===== src/rtl/dgs_pkg.sv =====
package dgs_pkg;

  // Sub-phase code: bit 1 selects the second switch group, bit 0 marks a short buffer sub-phase
  localparam logic [1:0] SP_1A = 2'b00;
  localparam logic [1:0] SP_1B = 2'b01;
  localparam logic [1:0] SP_2A = 2'b10;
  localparam logic [1:0] SP_2B = 2'b11;

  // Bit k of the switch vector is switch S(k+1)
  localparam logic [7:0] GRP_A_MASK = 8'b1010_1010; // S2 S4 S6 S8
  localparam logic [7:0] GRP_B_MASK = 8'b0101_0101; // S1 S3 S5 S7

  function automatic logic [1:0] slot_sub(input logic split, input logic [1:0] ord,
                                          input logic [1:0] slot);
    logic [1:0] r;
    if (!split) begin
      r = slot[0] ? SP_2A : SP_1A;
    end else begin
      case (ord)
        2'd1: case (slot)
                2'd0: r = SP_2A; 2'd1: r = SP_2B; 2'd2: r = SP_1A; default: r = SP_1B;
              endcase
        2'd2: case (slot)
                2'd0: r = SP_1A; 2'd1: r = SP_2A; 2'd2: r = SP_1B; default: r = SP_2B;
              endcase
        default: case (slot)
                2'd0: r = SP_1B; 2'd1: r = SP_1A; 2'd2: r = SP_2B; default: r = SP_2A;
              endcase
      endcase
    end
    return r;
  endfunction

endpackage


===== src/rtl/dgs_phase_ctrl.sv =====
module dgs_phase_ctrl #(
  parameter int CNT_W = 12,
  parameter int DT_W  = 6
) (
  input  logic             clk,
  input  logic             rst_n,
  input  logic [CNT_W-1:0] period_len,
  input  logic             split_i,
  input  logic [1:0]       ord_i,
  input  logic [DT_W-1:0]  dead_i,
  output logic [1:0]       sub_o,
  output logic             split_o,
  output logic             active_o,
  output logic             enter_o,
  output logic             chg_o,
  output logic [DT_W-1:0]  dt_val_o
);
  import dgs_pkg::*;

  localparam int SLOT_W = 2;

  logic              fresh_q, fresh_d;
  logic [SLOT_W-1:0] slot_q, slot_d;
  logic [CNT_W-1:0]  cnt_q, cnt_d;
  logic [1:0]        sub_q, sub_d;
  logic              split_q, split_d;
  logic [1:0]        ord_q, ord_d;
  logic [CNT_W-1:0]  unit_q, unit_d;
  logic [DT_W-1:0]   dt_q, dt_d;
  logic              load;
  logic              enter;
  logic [CNT_W-1:0]  slot_len;
  logic [SLOT_W-1:0] last_slot;
  logic [CNT_W-1:0]  unit_raw;

  assign unit_raw  = period_len >> 3;
  assign last_slot = split_q ? SLOT_W'(3) : SLOT_W'(1);

  always_comb begin
    if (!split_q)       slot_len = unit_q << 2;
    else if (sub_q[0])  slot_len = unit_q;
    else                slot_len = (unit_q << 1) + unit_q;
  end

  // next-state
  always_comb begin
    fresh_d = fresh_q;
    slot_d  = slot_q;
    cnt_d   = cnt_q;
    load    = 1'b0;
    enter   = 1'b0;
    if (fresh_q) begin
      fresh_d = 1'b0;
      slot_d  = '0;
      cnt_d   = '0;
      load    = 1'b1;
      enter   = 1'b1;
    end else if (cnt_q == slot_len - CNT_W'(1)) begin
      cnt_d = '0;
      enter = 1'b1;
      if (slot_q == last_slot) begin
        slot_d = '0;
        load   = 1'b1;
      end else begin
        slot_d = slot_q + SLOT_W'(1);
      end
    end else begin
      cnt_d = cnt_q + CNT_W'(1);
    end
    split_d = load ? split_i : split_q;
    ord_d   = load ? ord_i   : ord_q;
    dt_d    = load ? dead_i  : dt_q;
    unit_d  = load ? ((unit_raw == '0) ? CNT_W'(1) : unit_raw) : unit_q;
    sub_d   = slot_sub(split_d, ord_d, slot_d);
  end

  // registers
  always_ff @(posedge clk or negedge rst_n) begin
    if (!rst_n) begin
      fresh_q <= 1'b1;
      slot_q  <= '0;
      cnt_q   <= '0;
      sub_q   <= SP_1A;
    end else begin
      fresh_q <= fresh_d;
      slot_q  <= slot_d;
      cnt_q   <= cnt_d;
      sub_q   <= sub_d;
    end
  end

  always_ff @(posedge clk or negedge rst_n) begin
    if (!rst_n) begin
      split_q <= 1'b0;
      ord_q   <= '0;
      unit_q  <= CNT_W'(1);
      dt_q    <= '0;
    end else if (load) begin
      split_q <= split_d;
      ord_q   <= ord_d;
      unit_q  <= unit_d;
      dt_q    <= dt_d;
    end
  end

  assign sub_o    = sub_q;
  assign split_o  = split_q;
  assign active_o = ~fresh_q;
  assign enter_o  = enter;
  assign chg_o    = enter & (fresh_q | (sub_d[1] != sub_q[1]));
  assign dt_val_o = dt_d;

  // latched settings move only at a period start
  a_r10_cfg_hold: assert property (@(posedge clk) disable iff (!rst_n)
    (!load) |=> ($stable(split_q) && $stable(ord_q) && $stable(unit_q) && $stable(dt_q)));

  // the position counter never leaves the current sub-phase length
  a_r3_cnt_bound: assert property (@(posedge clk) disable iff (!rst_n)
    (cnt_q < slot_len));

endmodule


===== src/rtl/dgs_dead_timer.sv =====
module dgs_dead_timer #(
  parameter int DT_W = 6
) (
  input  logic            clk,
  input  logic            rst_n,
  input  logic            enter_i,
  input  logic            chg_i,
  input  logic [DT_W-1:0] dt_val_i,
  output logic            blank_o
);
  logic [DT_W-1:0] left_q, left_d;

  always_comb begin
    if (chg_i)               left_d = dt_val_i;
    else if (enter_i)        left_d = '0;
    else if (left_q != '0)   left_d = left_q - DT_W'(1);
    else                     left_d = left_q;
  end

  always_ff @(posedge clk or negedge rst_n) begin
    if (!rst_n) left_q <= '0;
    else        left_q <= left_d;
  end

  assign blank_o = (left_q != '0);

  // a group change with nonzero dead time opens with a blanked cycle
  a_r9_blank_on_change: assert property (@(posedge clk) disable iff (!rst_n)
    (chg_i && dt_val_i != '0) |=> blank_o);

endmodule


===== src/rtl/dgs_switch_map.sv =====
module dgs_switch_map (
  input  logic       on_i,
  input  logic       split_i,
  input  logic [1:0] sub_i,
  output logic [7:0] sw_o
);
  logic grp_a, grp_b, long_ph;

  assign grp_a   = on_i & ~sub_i[1];
  assign grp_b   = on_i &  sub_i[1];
  assign long_ph = ~split_i | ~sub_i[0];

  // leg k: bit 2k belongs to the second group, bit 2k+1 to the first
  for (genvar k = 0; k < 4; k++) begin : g_leg
    if (k == 2) begin : g_b_late
      assign sw_o[2*k] = grp_b & long_ph;
    end else begin : g_b_std
      assign sw_o[2*k] = grp_b;
    end
    if (k == 3) begin : g_a_late
      assign sw_o[2*k+1] = grp_a & long_ph;
    end else begin : g_a_std
      assign sw_o[2*k+1] = grp_a;
    end
  end

endmodule


===== src/rtl/dickson_gate_seq.sv =====
module dickson_gate_seq #(
  parameter int CNT_W = 12,
  parameter int DT_W  = 6
) (
  input  logic             clk,
  input  logic             rst_n,
  input  logic [CNT_W-1:0] period_len,
  input  logic             split_mode,
  input  logic [1:0]       seq_sel,
  input  logic [DT_W-1:0]  dead_time,
  output logic [7:0]       sw,
  output logic [1:0]       subphase
);
  import dgs_pkg::*;

  logic            active, enter, chg, blank, split_cur;
  logic [1:0]      sub_cur;
  logic [DT_W-1:0] dt_val;

  dgs_phase_ctrl #(.CNT_W(CNT_W), .DT_W(DT_W)) u_ctrl (
    .clk(clk), .rst_n(rst_n), .period_len(period_len), .split_i(split_mode),
    .ord_i(seq_sel), .dead_i(dead_time), .sub_o(sub_cur), .split_o(split_cur),
    .active_o(active), .enter_o(enter), .chg_o(chg), .dt_val_o(dt_val)
  );

  dgs_dead_timer #(.DT_W(DT_W)) u_dead (
    .clk(clk), .rst_n(rst_n), .enter_i(enter), .chg_i(chg),
    .dt_val_i(dt_val), .blank_o(blank)
  );

  dgs_switch_map u_map (
    .on_i(active & ~blank), .split_i(split_cur), .sub_i(sub_cur), .sw_o(sw)
  );

  assign subphase = sub_cur;

  // outputs are quiet while reset is held
  a_r1_quiet_in_reset: assert property (@(posedge clk)
    (!rst_n) |=> (sw == 8'h00));

  // the two groups never conduct together
  a_r11_no_overlap: assert property (@(posedge clk) disable iff (!rst_n)
    !((|(sw & GRP_A_MASK)) && (|(sw & GRP_B_MASK))));

  // with dead time set, one group never hands straight to the other
  a_r9_gap_a_to_b: assert property (@(posedge clk) disable iff (!rst_n)
    ((dt_val != '0) && (|(sw & GRP_A_MASK))) |=> !(|(sw & GRP_B_MASK)));
  a_r9_gap_b_to_a: assert property (@(posedge clk) disable iff (!rst_n)
    ((dt_val != '0) && (|(sw & GRP_B_MASK))) |=> !(|(sw & GRP_A_MASK)));

  // the delayed switches appear only in their long sub-phases
  a_r4_s8_window: assert property (@(posedge clk) disable iff (!rst_n)
    (split_cur && sw[7]) |-> (subphase == SP_1A));
  a_r4_s5_window: assert property (@(posedge clk) disable iff (!rst_n)
    (split_cur && sw[4]) |-> (subphase == SP_2A));

  // two-phase mode never shows a short sub-phase
  a_r2_no_short: assert property (@(posedge clk) disable iff (!rst_n)
    (!split_cur) |-> (subphase[0] == 1'b0));

endmodule


===== config.mk =====
export PLATFORM = sky130hd
export DESIGN_NAME = dickson_gate_seq
export DESIGN_NICKNAME = d
export VERILOG_FILES = /design/src/rtl/dgs_pkg.sv /design/src/rtl/dgs_phase_ctrl.sv /design/src/rtl/dgs_dead_timer.sv /design/src/rtl/dgs_switch_map.sv /design/src/rtl/dickson_gate_seq.sv
export SDC_FILE = /design/constraint.sdc
export NUM_CORES = 1
export LEC_CHECK = 0
export BUFFER_PORTS_ARGS = -buffer_cell sky130_fd_sc_hd__buf_2
export CAP_MARGIN = 20
export CORE_UTILIZATION = 50
export CTS_CLUSTER_SIZE = 10
export DETAILED_ROUTE_END_ITERATION = 8
export HOLD_SLACK_MARGIN = 0.05
export PLACE_DENSITY = 0.69
export SLEW_MARGIN = 20
export SYNTH_ARGS = -nofsm -noshare
export SYNTH_HDL_FRONTEND = slang
export SYNTH_SLANG_ARGS = --single-unit

===== constraint.sdc =====
create_clock -name clk -period 7 [get_ports clk]
set_input_delay 0.35 -clock clk [delete_from_list [all_inputs] [get_ports clk]]
set_output_delay 0.35 -clock clk [all_outputs]
set_load 0.05 [all_outputs]

## Yosys cells after proc, flatten, opt, wreduce, memory -nomap -nowiden

Index checks and enable logic that the tools add are counted.

| storage, ports and cells | value |
|---|---|
| RAM bits | 0 |
| input port bits | 23 |
| latch bits | 0 |
| memories kept | 0 |
| output and inout port bits | 10 |
| memory bits (read-only) | 0 |
| logic and storage cells | 64 |
| flip-flop bits (word level) | 44 |

| cells by class | value |
|---|---|
| shift-type cells | 0 |
| multiplexer cells | 26 |
| bitwise operators | 13 |
| multipliers | 0 |
| equality and inequality tests | 7 |
| $add $sub $neg | 5 |
| reduce and logical (&&, ||, !) cells | 4 |
| div/mod/pow operators | 0 |
| $lt $le $gt $ge | 0 |

Operator list:

| kind | number |
|---|---|
| 2-to-1 mux 12 bit | 4 |
| 2-to-1 mux 6 bit | 4 |
| one-hot mux 2 bit (3 select lines) | 3 |
| 2-to-1 mux 2 bit | 7 |
| adder 12 x 1 -> 12 bit, second input constant | 1 |
| adder 12 bit | 1 |
| equality test 12 bit | 1 |
| logical NOT 12 bit | 1 |
| subtractor 12 x 1 -> 12 bit, second input constant | 1 |
| 2-to-1 mux 9 bit | 1 |
| bitwise AND 1 bit | 6 |
| 2-to-1 mux 1 bit | 6 |
| nonzero test 6 bit | 1 |
| subtractor 6 x 1 -> 6 bit, second input constant | 1 |
| NOT 1 bit | 5 |
| equality test 2 x 1 -> 1 bit, second input constant | 2 |
| equality test 2 bit, second input constant | 2 |
| one-hot mux 2 bit (2 select lines) | 1 |
| nonzero test 3 bit | 1 |
| adder 2 x 1 -> 2 bit, second input constant | 1 |
| equality test 2 bit | 1 |
| logical NOT 2 bit | 1 |
| bitwise OR 1 bit | 2 |
| != test 1 bit | 1 |

## Logic depth before layout (Yosys ltp)

Gate-level depths: netlist (run 1).

| logic depth | value |
|---|---|
| depth after elaboration | 15 |
| mapped depth | 24 |
| gate-level depth less buffers | 23 |

## Cells and area by module

From an unflattened synthesis (run 1), not the netlist that was laid out.

| second synthesis, totals | value |
|---|---|
| cell total of the unflattened synthesis | 367 |
| area, all modules | 3,454.6 um^2 |

By module, submodules not included:

| module | area an instance (um^2) | times used | sequential area each (um^2) | cells each |
|---|---|---|---|---|
| dgs_phase_ctrl | 2,952.8 | 1 | 878.3 | 314 |
| dgs_dead_timer | 401.6 | 1 | 150.1 | 42 |
| dgs_switch_map | 86.3 | 1 | 0.0 | 10 |
| dickson_gate_seq | 13.8 | 1 | 0.0 | 1 |

## Least setup slack after synthesis (run 1)

No wires, ideal clock.

| timing | value |
|---|---|
| path type | flip-flop to flip-flop |
| start point | register u_ctrl.unit_q[0] |
| end point | register u_dead.left_q[2] |
| library setup time | 0.141 ns |
| buffers on the path | 1 |
| data arrival time | 5.153 ns |
| cell stages (with the launch flop) | 24 |
| setup slack | 1.706 ns |
| required time | 6.859 ns |
| clock period less this slack | 5.294 ns |
| cells stage by stage | dfstp_2 -> ha_1 -> inv_1 -> fa_1 -> nand2b_1 -> a211oi_2 -> o21ai_0 -> a31oi_2 -> or4b_4 -> nor4_4 -> xnor2_1 -> and3_4 -> and2_4 -> a21oi_2 -> buf_6 -> mux2_2 -> ha_1 -> nand2b_1 -> o31ai_1 -> nand2_1 -> mux2_4 -> nand4b_4 -> xnor2_2 -> o221ai_1 |

| between the ends | value |
|---|---|
| word-level cells in the longest chain between the ends | 15 |
| elaborated cells between the ends (all ways) | 31 |
| those cells by class | add/sub: 2; eq/ne: 6; mux: 19; bitwise: 2; reduce/logical: 2 |

RTL lines:

| what | RTL line | source |
|---|---|---|
| start: declaration | dgs_phase_ctrl.sv:28 | `logic [CNT_W-1:0] unit_q, unit_d;` |
| start signal: assignment | dgs_phase_ctrl.sv:101 | `unit_q <= unit_d;` |
| adder 12 bit | dgs_phase_ctrl.sv:42 | `else slot_len = (unit_q << 1) + unit_q;` |
| 2-to-1 mux 12 bit | dgs_phase_ctrl.sv:41 | `else if (sub_q[0]) slot_len = unit_q;` |
| 2-to-1 mux 12 bit (*) | dgs_phase_ctrl.sv:40 | `if (!split_q) slot_len = unit_q << 2;` |
| subtractor 12 x 1 -> 12 bit (*) | dgs_phase_ctrl.sv:58 | `end else if (cnt_q == slot_len - CNT_W'(1)) begin` |
| equality test 12 bit (*) | dgs_phase_ctrl.sv:58 |  |
| 2-to-1 mux 1 bit (*) | dgs_phase_ctrl.sv:58 |  |
| 2-to-1 mux 1 bit (*) | dgs_phase_ctrl.sv:52 | `if (fresh_q) begin` |
| 2-to-1 mux 2 bit (*) | dgs_phase_ctrl.sv:71 | `ord_d = load ? ord_i : ord_q;` |
| named net u_ctrl.ord_d[1] | dgs_phase_ctrl.sv:27 | `logic [1:0] ord_q, ord_d;` |
| equality test 2 bit / equality test 2 x 1 -> 1 bit (equally long branches) | dgs_pkg.sv:19 | `case (ord)` |
| one-hot mux 2 bit (2 select lines) (*) | dgs_pkg.sv:19 |  |
| 2-to-1 mux 2 bit (*) | dgs_pkg.sv:16 | `if (!split) begin` |
| named net u_ctrl.sub_d[1] | dgs_phase_ctrl.sv:25 | `logic [1:0] sub_q, sub_d;` |
| != test 1 bit (*) | dgs_phase_ctrl.sv:110 | `assign chg_o = enter & (fresh_q \| (sub_d[1] != sub_q[1]));` |
| bitwise OR 1 bit (*) | dgs_phase_ctrl.sv:110 |  |
| bitwise AND 1 bit (*) | dgs_phase_ctrl.sv:110 |  |
| nonzero test 3 bit (no line) / 2-to-1 mux 6 bit (equally long branches) | - |  |
| end signal: assignment | dgs_dead_timer.sv:22 | `else left_q <= left_d;` |
| end: declaration | dgs_dead_timer.sv:11 | `logic [DT_W-1:0] left_q, left_d;` |

Mark *: on every way through the listed nets, which the timed path passes. The rest lies on a longest branch.
A chain may end at the register's enable or synchronous reset.

## Final worst setup path (run 1)

Same ends and word-level chain as after synthesis.

==> key figures, run 1 <==
Timing
  • Final setup viols: 0
  • Hold_ws: 0.1984 ns
  • Period utilization: 0.8620
  • Slew @ Worst Pin: 1.050 ns
  • Setup_tns: 0 ns
  • Fmax achieved: 165.7 MHz
  • Worst Skew: 0.004956 ns
  • Max-slew headroom: 0.2939
  • RSZ-0062 raised after global routing: false
  • Fin. max-slew vios: 0
  • Final setup margin: 0.9663 ns
  • Tmin final: 6.034 ns
  • Final count of hold timing violations: 0

Placement
  • Post-DP HPWL: 4582 um
  • DP Cell Count: 423
  • Gpl congestion: 0.8572
  • Post-DP Area: 3291 um^2
  • Buffers on Ports: 29
  • DP Worst Slack: 0.9209 ns

Layout
  • Final nets: 393
  • Fillers: 558
  • Fraction of final layout cells sized beyond drive strength 1: 0.1994
  • Non-Filler Instances: 431
  • Post-Route Utilization: 0.5693
  • Ant. Diodes: 0
  • P&R area growth vs syn: 8.347%
  • Design Area, Final: 3411 um^2

Clocking
  • # clock sinks: 41
  • Clock root buffer master: clkbuf_8
  • CTS tree: built
  • Cts bufs inserted: 5
  • Post-CTS Setup Bufs: 0
  • Post-CTS resize count: 0
  • Clock slew at reported path FFs: 0.08 ns
  • Clk_lat worst skew: 0.29 ns
  • H-tree lvl count: 2
  • Post-CTS Hold Buffers: 0
  • Clock Path Buffers: 2

GRT
  • Global-route usage over all layers: 0.2011
  • First-pass GRT wire length: 10,270 um
  • Pin count of the biggest net entering global routing: 42
  • GRT overflow: 0
  • Initial antenna violation count: 0
  • Vias in the first global route: 2,241

Pwr
  • Worst VDD drop: 0.1432 mV
  • P per Cell Area: 216.6 nW/um^2
  • Tot Pwr: 0.7389 mW
  • Static Leak: 1.486 nW

Floorplan
  • Die X-Extent: 81.35 um
  • Die height: 81.35 um
  • Row cnt: 28
  • I/O pin count: 33
  • Core area: 5991 um^2
  • Initial Utilization: 0.5255
  • DIE AREA: 6617 um^2

Routing
  • Wire length per cell: 14.17 um
  • Antenna Violating Nets Remaining: 0
  • Via count: 2,400
  • First-pass DRT Iterations: 4
  • Vias/cell: 5.568
  • DR iter-0 viols: 101
  • Post-route DRC: 0
  • DRT Wirelength: 6107 um

Synth
  • Area of the mapped netlist: 3148 um^2
  • Share of the synthesized area in the top cell type: 0.3100
  • Yosys warnings: 0
  • Largest cells by area after synthesis: dfrtp_1, ha_1, xor2_1
  • Ys flop type: dfrtp_1
  • Syn_area_per_cell: 9.425 um^2
  • Synthesized flop and latch total: 41
  • Post-synth EDFFs: 0
  • Ys async rst share: 1.000
  • Post-Synthesis Cells: 334
  • Unique masters post-synth: 76
  • Dominant cell type by area after synthesis: dfrtp_1
  • Syn nets: 372
  • Post-synthesis sequential area ratio: 0.3267

Setup path
  • Setup crit start kind: register
  • Slowest cell delay on critical path: 0.58 ns
  • Buffer and inverter count on the worst path: 1
  • Crit path kind: reg2reg
  • Top delay family on crit path: simple AND/OR/NAND/NOR gates
  • Crit-path max FO: 10
  • Reg-to-Reg Start: u_ctrl.unit_q[0]
  • Cell Chain, Critical Path: ha_1 -> inv_1 -> fa_1 -> nand2b_1 -> a211oi_2 -> o21ai_0 -> a31oi_2 -> or4b_4 -> nor3_1 -> xnor2_1 -> and3_4 -> and2_4 -> a21oi_2 -> mux2_2 -> ha_1 -> nand2b_1 -> o31ai_1 -> nand2_1 -> mux2_4 -> nand4b_4 -> xnor2_2 -> o221ai_1
  • R2r worst-path depth: 22
  • Critical path capture point type: register
  • CP arrival: 6.19 ns
  • Slowest-stage cell, CP: dfstp_2
  • Worst Path Required: 7.16 ns
  • Reg2reg end: u_dead.left_q[2]
  • Reg2reg setup slack: 0.97 ns

Run status
  • Status: complete, no violations

Min path
  • HP Class: in2async

Flow run
  • MaxCap Viol Count: 0
worst max-delay path by stage:
stage	end	slack [ns]	start	cells past startpoint
after global routing	u_dead.left_q[2]	0.57	u_ctrl.unit_q[0]	22
after CTS	u_dead.left_q[2]	0.92	u_ctrl.unit_q[0]	22
after global placement	u_dead.left_q[2]	1.05	u_ctrl.unit_q[0]	22
after floorplan	u_dead.left_q[2]	1.71	u_ctrl.unit_q[0]	23
after detailed placement	u_dead.left_q[2]	0.92	u_ctrl.unit_q[0]	22
final	u_dead.left_q[2]	0.97	u_ctrl.unit_q[0]	22
cells by family (layout without fill, tap and decap cells):
group                      count (synthesis)  in the layout  share of synthesized area
buffers and inverters                     31             53                    0.05087
muxes                                     20             20                    0.07273
and+or+nand+nor                          122            122                     0.2166
adders and majority gates                 15             15                    0.06200
xor gates and xnor gates                  39             39                     0.1157
DFF                                       41             41                     0.3267
other                                      1              1                   0.001191
AOI/OAI and AO/OA                         65             65                     0.1542
cell type report:
cell class / count / area (um^2) / area share
Tap cell: 75 / 93.84 / 0.02751
Clock buffer: 6 / 82.58 / 0.02421
Sequential cell: 41 / 1028 / 0.3015
Timing Repair Buffer: 30 / 152.6 / 0.04475
Inverter: 15 / 56.30 / 0.01651
Multi-Input combinational cell: 262 / 1959 / 0.5745
Clock inverter: 2 / 37.54 / 0.01101
flip-flops by register name, indices dropped and copies added (netlist names):
signal,cells
u_ctrl.cnt_q,12
u_ctrl.dt_q,6
u_ctrl.fresh_q,1
u_ctrl.ord_q,2
u_ctrl.slot_q,2
u_ctrl.split_o,1
u_ctrl.sub_o,2
u_ctrl.unit_q,9
u_dead.left_q,6
cells in the mapped netlist (all sizes together) (10+ instances only):
master,n
mux2,20
nand2,24
buf,12
xnor2,18
xor2,20
inv,15
ha,14
nor2,30
a21oi,16
dfrtp,39
nand3,10
cells in the final DEF, fill, tap and decap left out, types with 3 or more instances in the layout:
cell and n:
inv_2 3, nor2_1 29, o21ai_1 5, a21o_1 3
a21oi_1 15, nand3_1 10, mux2_2 7, a211oi_2 3
inv_1 12, xnor2_1 17, nand2_1 23, buf_2 29
clkbuf_8 6, ha_1 14, o21ai_0 4, or3_1 3
a22o_1 3, nand2b_1 8, xor2_1 20, nor3_1 9
and2_1 4, mux2_1 12, nor4_1 5, and3_1 8
dfrtp_1 39, nor2b_1 3
per-layer routing:
metal	routed length, um	vias to the layer above	global-route usage
li1	-	1223	-
met1	2925	1144	0.2651
met2	2961	28	0.3433
met3	167	5	0.03371
met4	53	0	0.04286
met5	0	-	0
where the power goes:
| group | switching, mW | internal [mW] |
|---|---|---|
| Sequential | 0.0299 | 0.257 |
| Combinational | 0.138 | 0.113 |
| Clock | 0.0850 | 0.116 |
worst reg2reg max path: cells and delay by family (launching register included):
family | cells | cell delay, ns
adder cells (fa/ha/maj) | 3 | 0.91
AO/OA/AOI/OAI | 6 | 1.60
buffers and inverters | 1 | 0.06
AND/OR/NAND/NOR | 8 | 1.74
XOR/XNOR | 2 | 0.30
flip-flops | 1 | 0.58
multiplexers | 2 | 0.71
No activity file was read; power rests on OpenSTA's default activity.
==> run 2, diff against run 1 <==
- CORE_UTILIZATION: 50 -> 55
- PLACE_DENSITY: 0.69 -> 0.75
- SETUP_SLACK_MARGIN: unset -> 0.5
==> run 2 against run 1 <==
Against the previous run:
- register-to-register slack improved by 0.30 ns
- design area decreased by 0.84%
- critical path depth unchanged
- sequential share of layout area increased by 0.26 points
- maximum frequency increased by 5.2%
- largest cell class unchanged
- clock power decreased by 24%
- hold slack got worse by 0.022 ns
- flip-flop and latch count unchanged
==> key figures, run 2 (synthesis gave the netlist of run 1 again) <==
Clocking
  • # clock sinks: 41
  • H-tree lvl count: 2
  • Cts bufs inserted: 5
  • Clk_lat worst skew: 0.29 ns
  • Clock slew at reported path FFs: 0.08 ns
  • Clock root buffer master: clkbuf_8
  • Post-CTS resize count: 0
  • Post-CTS Hold Buffers: 0
  • Clock Path Buffers: 2
  • CTS tree: built
  • Post-CTS Setup Bufs: 0

Floorplan
  • Row cnt: 27
  • Die X-Extent: 77.66 um
  • Die height: 77.66 um
  • DIE AREA: 6030 um^2
  • I/O pin count: 33
  • Initial Utilization: 0.5717
  • Core area: 5507 um^2

Pwr
  • Switching power: 0.2521 mW
  • Sequential Power Share: 0.413
  • Clock power frac: 0.221
  • P per Cell Area: 204.7 nW/um^2
  • P_int: 0.4401 mW
  • Worst VDD drop: 0.1245 mV
  • Tot Pwr: 0.6922 mW
  • Comb pwr share: 0.365
  • Static Leak: 1.472 nW
  • Sw frac: 0.3642

Layout
  • Final nets: 394
  • Largest registers: u_ctrl.cnt_q: 12 flops, u_ctrl.unit_q: 9 flops
  • P&R area growth vs syn: 7.432%
  • Reg with most FFs: u_ctrl.cnt_q
  • Post-Route Utilization: 0.6142
  • Largest register FFs: 12
  • Design Area, Final: 3382 um^2
  • Ant. Diodes: 0
  • Leading cell type in the layout, fill and taps excluded: dfrtp_1
  • Commonest cells after routing, fill and taps aside: dfrtp_1, nor2_1, buf_2
  • Non-Filler Instances: 429
  • Fraction of final layout cells sized beyond drive strength 1: 0.1989
  • Fillers: 492

Setup path
  • R2r worst-path depth: 22
  • Crit-path max FO: 6
  • Slowest-stage cell, CP: dfstp_2
  • Critical path capture point type: register
  • Crit. Startpoint: u_ctrl.unit_q[0]
  • Crit path kind: reg2reg
  • CP arrival: 5.90 ns
  • Reg2reg end: u_dead.left_q[2]
  • Cell Chain, Critical Path: ha_1 -> inv_1 -> fa_1 -> nand2b_1 -> a211oi_2 -> o21ai_0 -> a31oi_2 -> or4b_4 -> nor3_1 -> xnor2_1 -> and3_4 -> and2_4 -> a21oi_2 -> mux2_2 -> ha_1 -> nand2b_1 -> o31ai_1 -> nand2_1 -> mux2_4 -> nand4b_4 -> xnor2_2 -> o221ai_1
  • Top delay family on crit path: simple AND/OR/NAND/NOR gates
  • Slowest cell delay on critical path: 0.58 ns
  • Setup crit start kind: register
  • Buffer and inverter count on the worst path: 1
  • Reg2reg setup slack: 1.26 ns
  • Worst Path Required: 7.16 ns
  • Reg-to-Reg Start: u_ctrl.unit_q[0]

Timing
  • Setup_tns: 0 ns
  • Final setup viols: 0
  • Tmin final: 5.735 ns
  • RSZ-0062 raised after global routing: false
  • Slew @ Worst Pin: 0.9007 ns
  • Hold_ws: 0.1766 ns
  • Worst Skew: 0.006729 ns
  • Fin. max-slew vios: 0
  • Fmax achieved: 174.4 MHz
  • Final setup margin: 1.265 ns
  • Max-slew headroom: 0.3995
  • Period utilization: 0.8193
  • Final count of hold timing violations: 0

Flow run
  • MaxCap Viol Count: 0

Run status
  • Status: complete, no violations

Placement
  • Post-DP HPWL: 4508 um
  • DP Cell Count: 421
  • Gpl congestion: 0.8164
  • Buffers on Ports: 29
  • DP Worst Slack: 1.315 ns
  • Post-DP Area: 3294 um^2

Min path
  • HP Class: in2async

GRT
  • GRT overflow: 0
  • Pin count of the biggest net entering global routing: 42
  • Global-route usage over all layers: 0.2130
  • Vias in the first global route: 2,404
  • Initial antenna violation count: 0
  • First-pass GRT wire length: 10,340 um

Routing
  • Vias/cell: 5.676
  • First-pass DRT Iterations: 4
  • DRT Wirelength: 6043 um
  • Antenna Violating Nets Remaining: 0
  • DR iter-0 viols: 108
  • Via count: 2,435
  • Wire length per cell: 14.09 um
  • Post-route DRC: 0
[run 2: cell types whose count changed in the layout (fill, tap and decap cells not counted)]
cell        delta
bufinv_16      -1
clkbuf_1       +1
clkinvlp_4     +1
clkbuf_8       -1
buf_4          +1
[run 2: power groups by stage]
stage / Clock, mW / Combinational [mW] / Sequential (mW)
finish: 0.153 / 0.253 / 0.286
global route: 0.170 / 0.280 / 0.290
CTS: 0.160 / 0.253 / 0.286
detailed placement: 0 / 0.252 / 0.290
global placement: 0 / 0.244 / 0.289
floorplan: 0 / 0.209 / 0.282
[run 2: cell type report]
cell class	count	area [um^2]	area share
multi-input combinational	262	1959	0.5794
clock inverter	2	15.01	0.004440
tap	72	90.09	0.02664
clock buffer	6	72.57	0.02146
inverter	15	56.30	0.01665
timing repair buffer	31	160.2	0.04735
sequential	41	1028	0.3041
[run 2: worst max path at each step]
stage | end | slack, ns | cells after the start
after CTS | u_dead.left_q[2] | 1.30 | 22
after global routing | u_dead.left_q[2] | 0.95 | 22
final | u_dead.left_q[2] | 1.26 | 22
after detailed placement | u_dead.left_q[2] | 1.32 | 22
after floorplan | u_dead.left_q[2] | 1.71 | 23
after global placement | u_dead.left_q[2] | 1.43 | 22
[run 2: routing by layer]
layer  share of wire  GRT usage  up-vias
li1                -          -     1229
met4           0.019    0.09057        0
met5               0          0        -
met2            0.48     0.3628       41
met1            0.48     0.2700     1157
met3           0.021    0.02824        8
==> run 3, diff against run 2 <==
- CORE_UTILIZATION: 55 -> 54
- PLACE_DENSITY: 0.75 -> 0.77
- clock period: 7 -> 4.7 ns (I/O delays scaled with it)
==> run 3 against run 2 <==
Against the previous run:
- the flow now finishes with violations (setup timing)
- clock-buffer cell count down 1
- design area up 12%
- first-iteration DRC count up 56%
- non-clock buffer count up 36
- sequential power up 47%
- global-route usage up 3.0 points
- die area up 1.8%
- register-to-register slack worse by 1.7 ns
- critical path type unchanged
- critical endpoint unchanged
- largest cell class unchanged
==> key figures, run 3 (synthesis gave the netlist of run 1 again) <==
Layout
  • Ant. Diodes: 0
  • Fraction of final layout cells sized beyond drive strength 1: 0.3053
  • Commonest cells after routing, fill and taps aside: dfrtp_1, buf_4, nor2_1, buf_2, nand2_1
  • Reg with most FFs: u_ctrl.cnt_q
  • Final nets: 430
  • Largest register FFs: 12
  • Largest registers: u_ctrl.cnt_q: 12 flops, u_ctrl.unit_q: 9 flops
  • Non-Filler Instances: 465
  • P&R area growth vs syn: 20.15%
  • Design Area, Final: 3782 um^2
  • Fillers: 446
  • Leading cell type in the layout, fill and taps excluded: dfrtp_1

Clocking
  • H-tree lvl count: 2
  • Clock slew at reported path FFs: 0.09 ns
  • Post-CTS Hold Buffers: 0
  • Clock Path Buffers: 2
  • Cts bufs inserted: 5
  • # clock sinks: 41
  • CTS tree: built
  • Clk_lat worst skew: 0.30 ns
  • Clock root buffer master: clkbuf_8

Routing
  • First-pass DRT Iterations: 6
  • Post-route DRC: 0
  • Wire length per cell: 15.19 um
  • DRT Wirelength: 7063 um
  • Antenna Violating Nets Remaining: 0
  • Vias/cell: 5.796
  • DR iter-0 viols: 168
  • Via count: 2,695

GRT
  • Vias in the first global route: 2,675
  • GRT overflow: 0
  • Global-route usage over all layers: 0.2427
  • Pin count of the biggest net entering global routing: 42
  • First-pass GRT wire length: 11,770 um
  • Initial antenna violation count: 0

Setup path
  • Worst Path Required: 4.87 ns
  • Setup crit start kind: register
  • R2r worst-path depth: 22
  • Slowest cell delay on critical path: 0.56 ns
  • Slowest-stage cell, CP: dfstp_2
  • Cell Chain, Critical Path: ha_4 -> inv_2 -> fa_2 -> nand2b_4 -> a211oi_4 -> o21ai_2 -> a31oi_2 -> or4b_4 -> nor4_4 -> xnor2_1 -> and3_4 -> and2_4 -> a21oi_4 -> mux2_4 -> ha_4 -> buf_6 -> nand3b_1 -> a2bb2oi_2 -> mux2_4 -> nand4b_4 -> xnor2_4 -> o221ai_1
  • CP arrival: 5.28 ns
  • Crit-path max FO: 6
  • Critical path capture point type: register
  • Crit path kind: reg2reg

Floorplan
  • Die X-Extent: 78.35 um
  • Die height: 78.35 um
  • DIE AREA: 6139 um^2
  • Core area: 5574 um^2
  • Row cnt: 27
  • Initial Utilization: 0.5648
  • I/O pin count: 33

Pwr
  • P per Cell Area: 306.7 nW/um^2
  • Worst VDD drop: 0.1511 mV
  • Static Leak: 1.685 nW
  • Tot Pwr: 1.160 mW

Timing
  • Slew @ Worst Pin: 0.9297 ns
  • Fin. max-slew vios: 0
  • Fmax achieved: 195.7 MHz
  • Worst Skew: 0.003352 ns
  • Final setup viols: 7
  • Period utilization: 1.087
  • Final setup margin: -0.4089 ns
  • Max-slew headroom: 0.3802
  • Final count of hold timing violations: 0
  • RSZ-0062 raised after global routing: true
  • Tmin final: 5.109 ns

Flow run
  • MaxCap Viol Count: 0

Placement
  • Post-DP Area: 3616 um^2
  • Buffers on Ports: 29
  • Gpl congestion: 0.8707
  • Post-DP HPWL: 5153 um
  • DP Cell Count: 453

Run status
  • Status: finished with violations
  • Failing checks: setup timing

Min path
  • HP Class: in2async
run 3: final timing paths:
path / startpoint / end / slack (ns)
max: u_ctrl.unit_q[0] / u_dead.left_q[2] / -0.41
min: rst_n / u_ctrl.dt_q[0] / 0.07
max reg2reg: u_ctrl.unit_q[0] / u_dead.left_q[2] / -0.41
min reg2reg: u_ctrl.dt_q[2] / u_ctrl.dt_q[2] / 0.50
max in group asynchronous: rst_n / u_ctrl.cnt_q[3] / 4.06
min in group clk: dead_time[2] / u_dead.left_q[2] / 0.15
run 3: timing repair:
item / in CTS / in global routing
gates resized for setup: 5 / 4
pin swaps: 3 / 4
buffers inserted: 2 / 2
cloned: 0 / 0
endpoints found under the setup margin: 8 / 8
run 3: critical path, delay by kind of cell (launching register included):
family | cells | cell delay (ns)
mux | 2 | 0.63
compound gates | 6 | 1.13
xor+xnor | 2 | 0.27
buf+inv | 2 | 0.13
flops | 1 | 0.56
simple gates | 7 | 1.49
fa+ha+maj | 3 | 0.76
run 3: final cells by class:
cell class	count	area (um^2)	area share
clock buffer	5	68.82	0.01819
clock inverter	3	21.27	0.005624
inverter	15	58.81	0.01555
multi-input combinational	262	2081	0.5501
sequential	41	1028	0.2719
tap	72	90.09	0.02382
timing repair buffer	67	434.2	0.1148
run 3: stage by stage:
step           hold WS, ns  setup TNS [ns]    util  worst slack [ns]
2_1_floorplan     -0.06059          -1.301       -           -0.2672
3_3_place_gp        0.4153          -1.180  0.6487           -0.2421
3_5_place_dp        0.4301          -2.116  0.6487           -0.4008
4_1_cts            0.09795          -1.867  0.6721           -0.3588
5_1_grt             0.1467          -3.888  0.6786           -0.6534
6_report           0.06606          -2.301  0.6786           -0.4089
run 3: where the power goes:
part,internal (mW),switching [mW],leakage [nW]
clock,0.106,0.141,0.0445
sequential,0.382,0.0373,0.511
combinational,0.240,0.254,1.13
run 3: layer usage:
layer | routed length (um) | GRT usage | part of all wire | vias up
li1 | - | - | - | 1298
met1 | 3194 | 0.3046 | 0.45 | 1319
met2 | 3495 | 0.4123 | 0.49 | 59
met3 | 197 | 0.03605 | 0.028 | 19
met4 | 176 | 0.1093 | 0.025 | 0
met5 | 0 | 0 | 0 | -
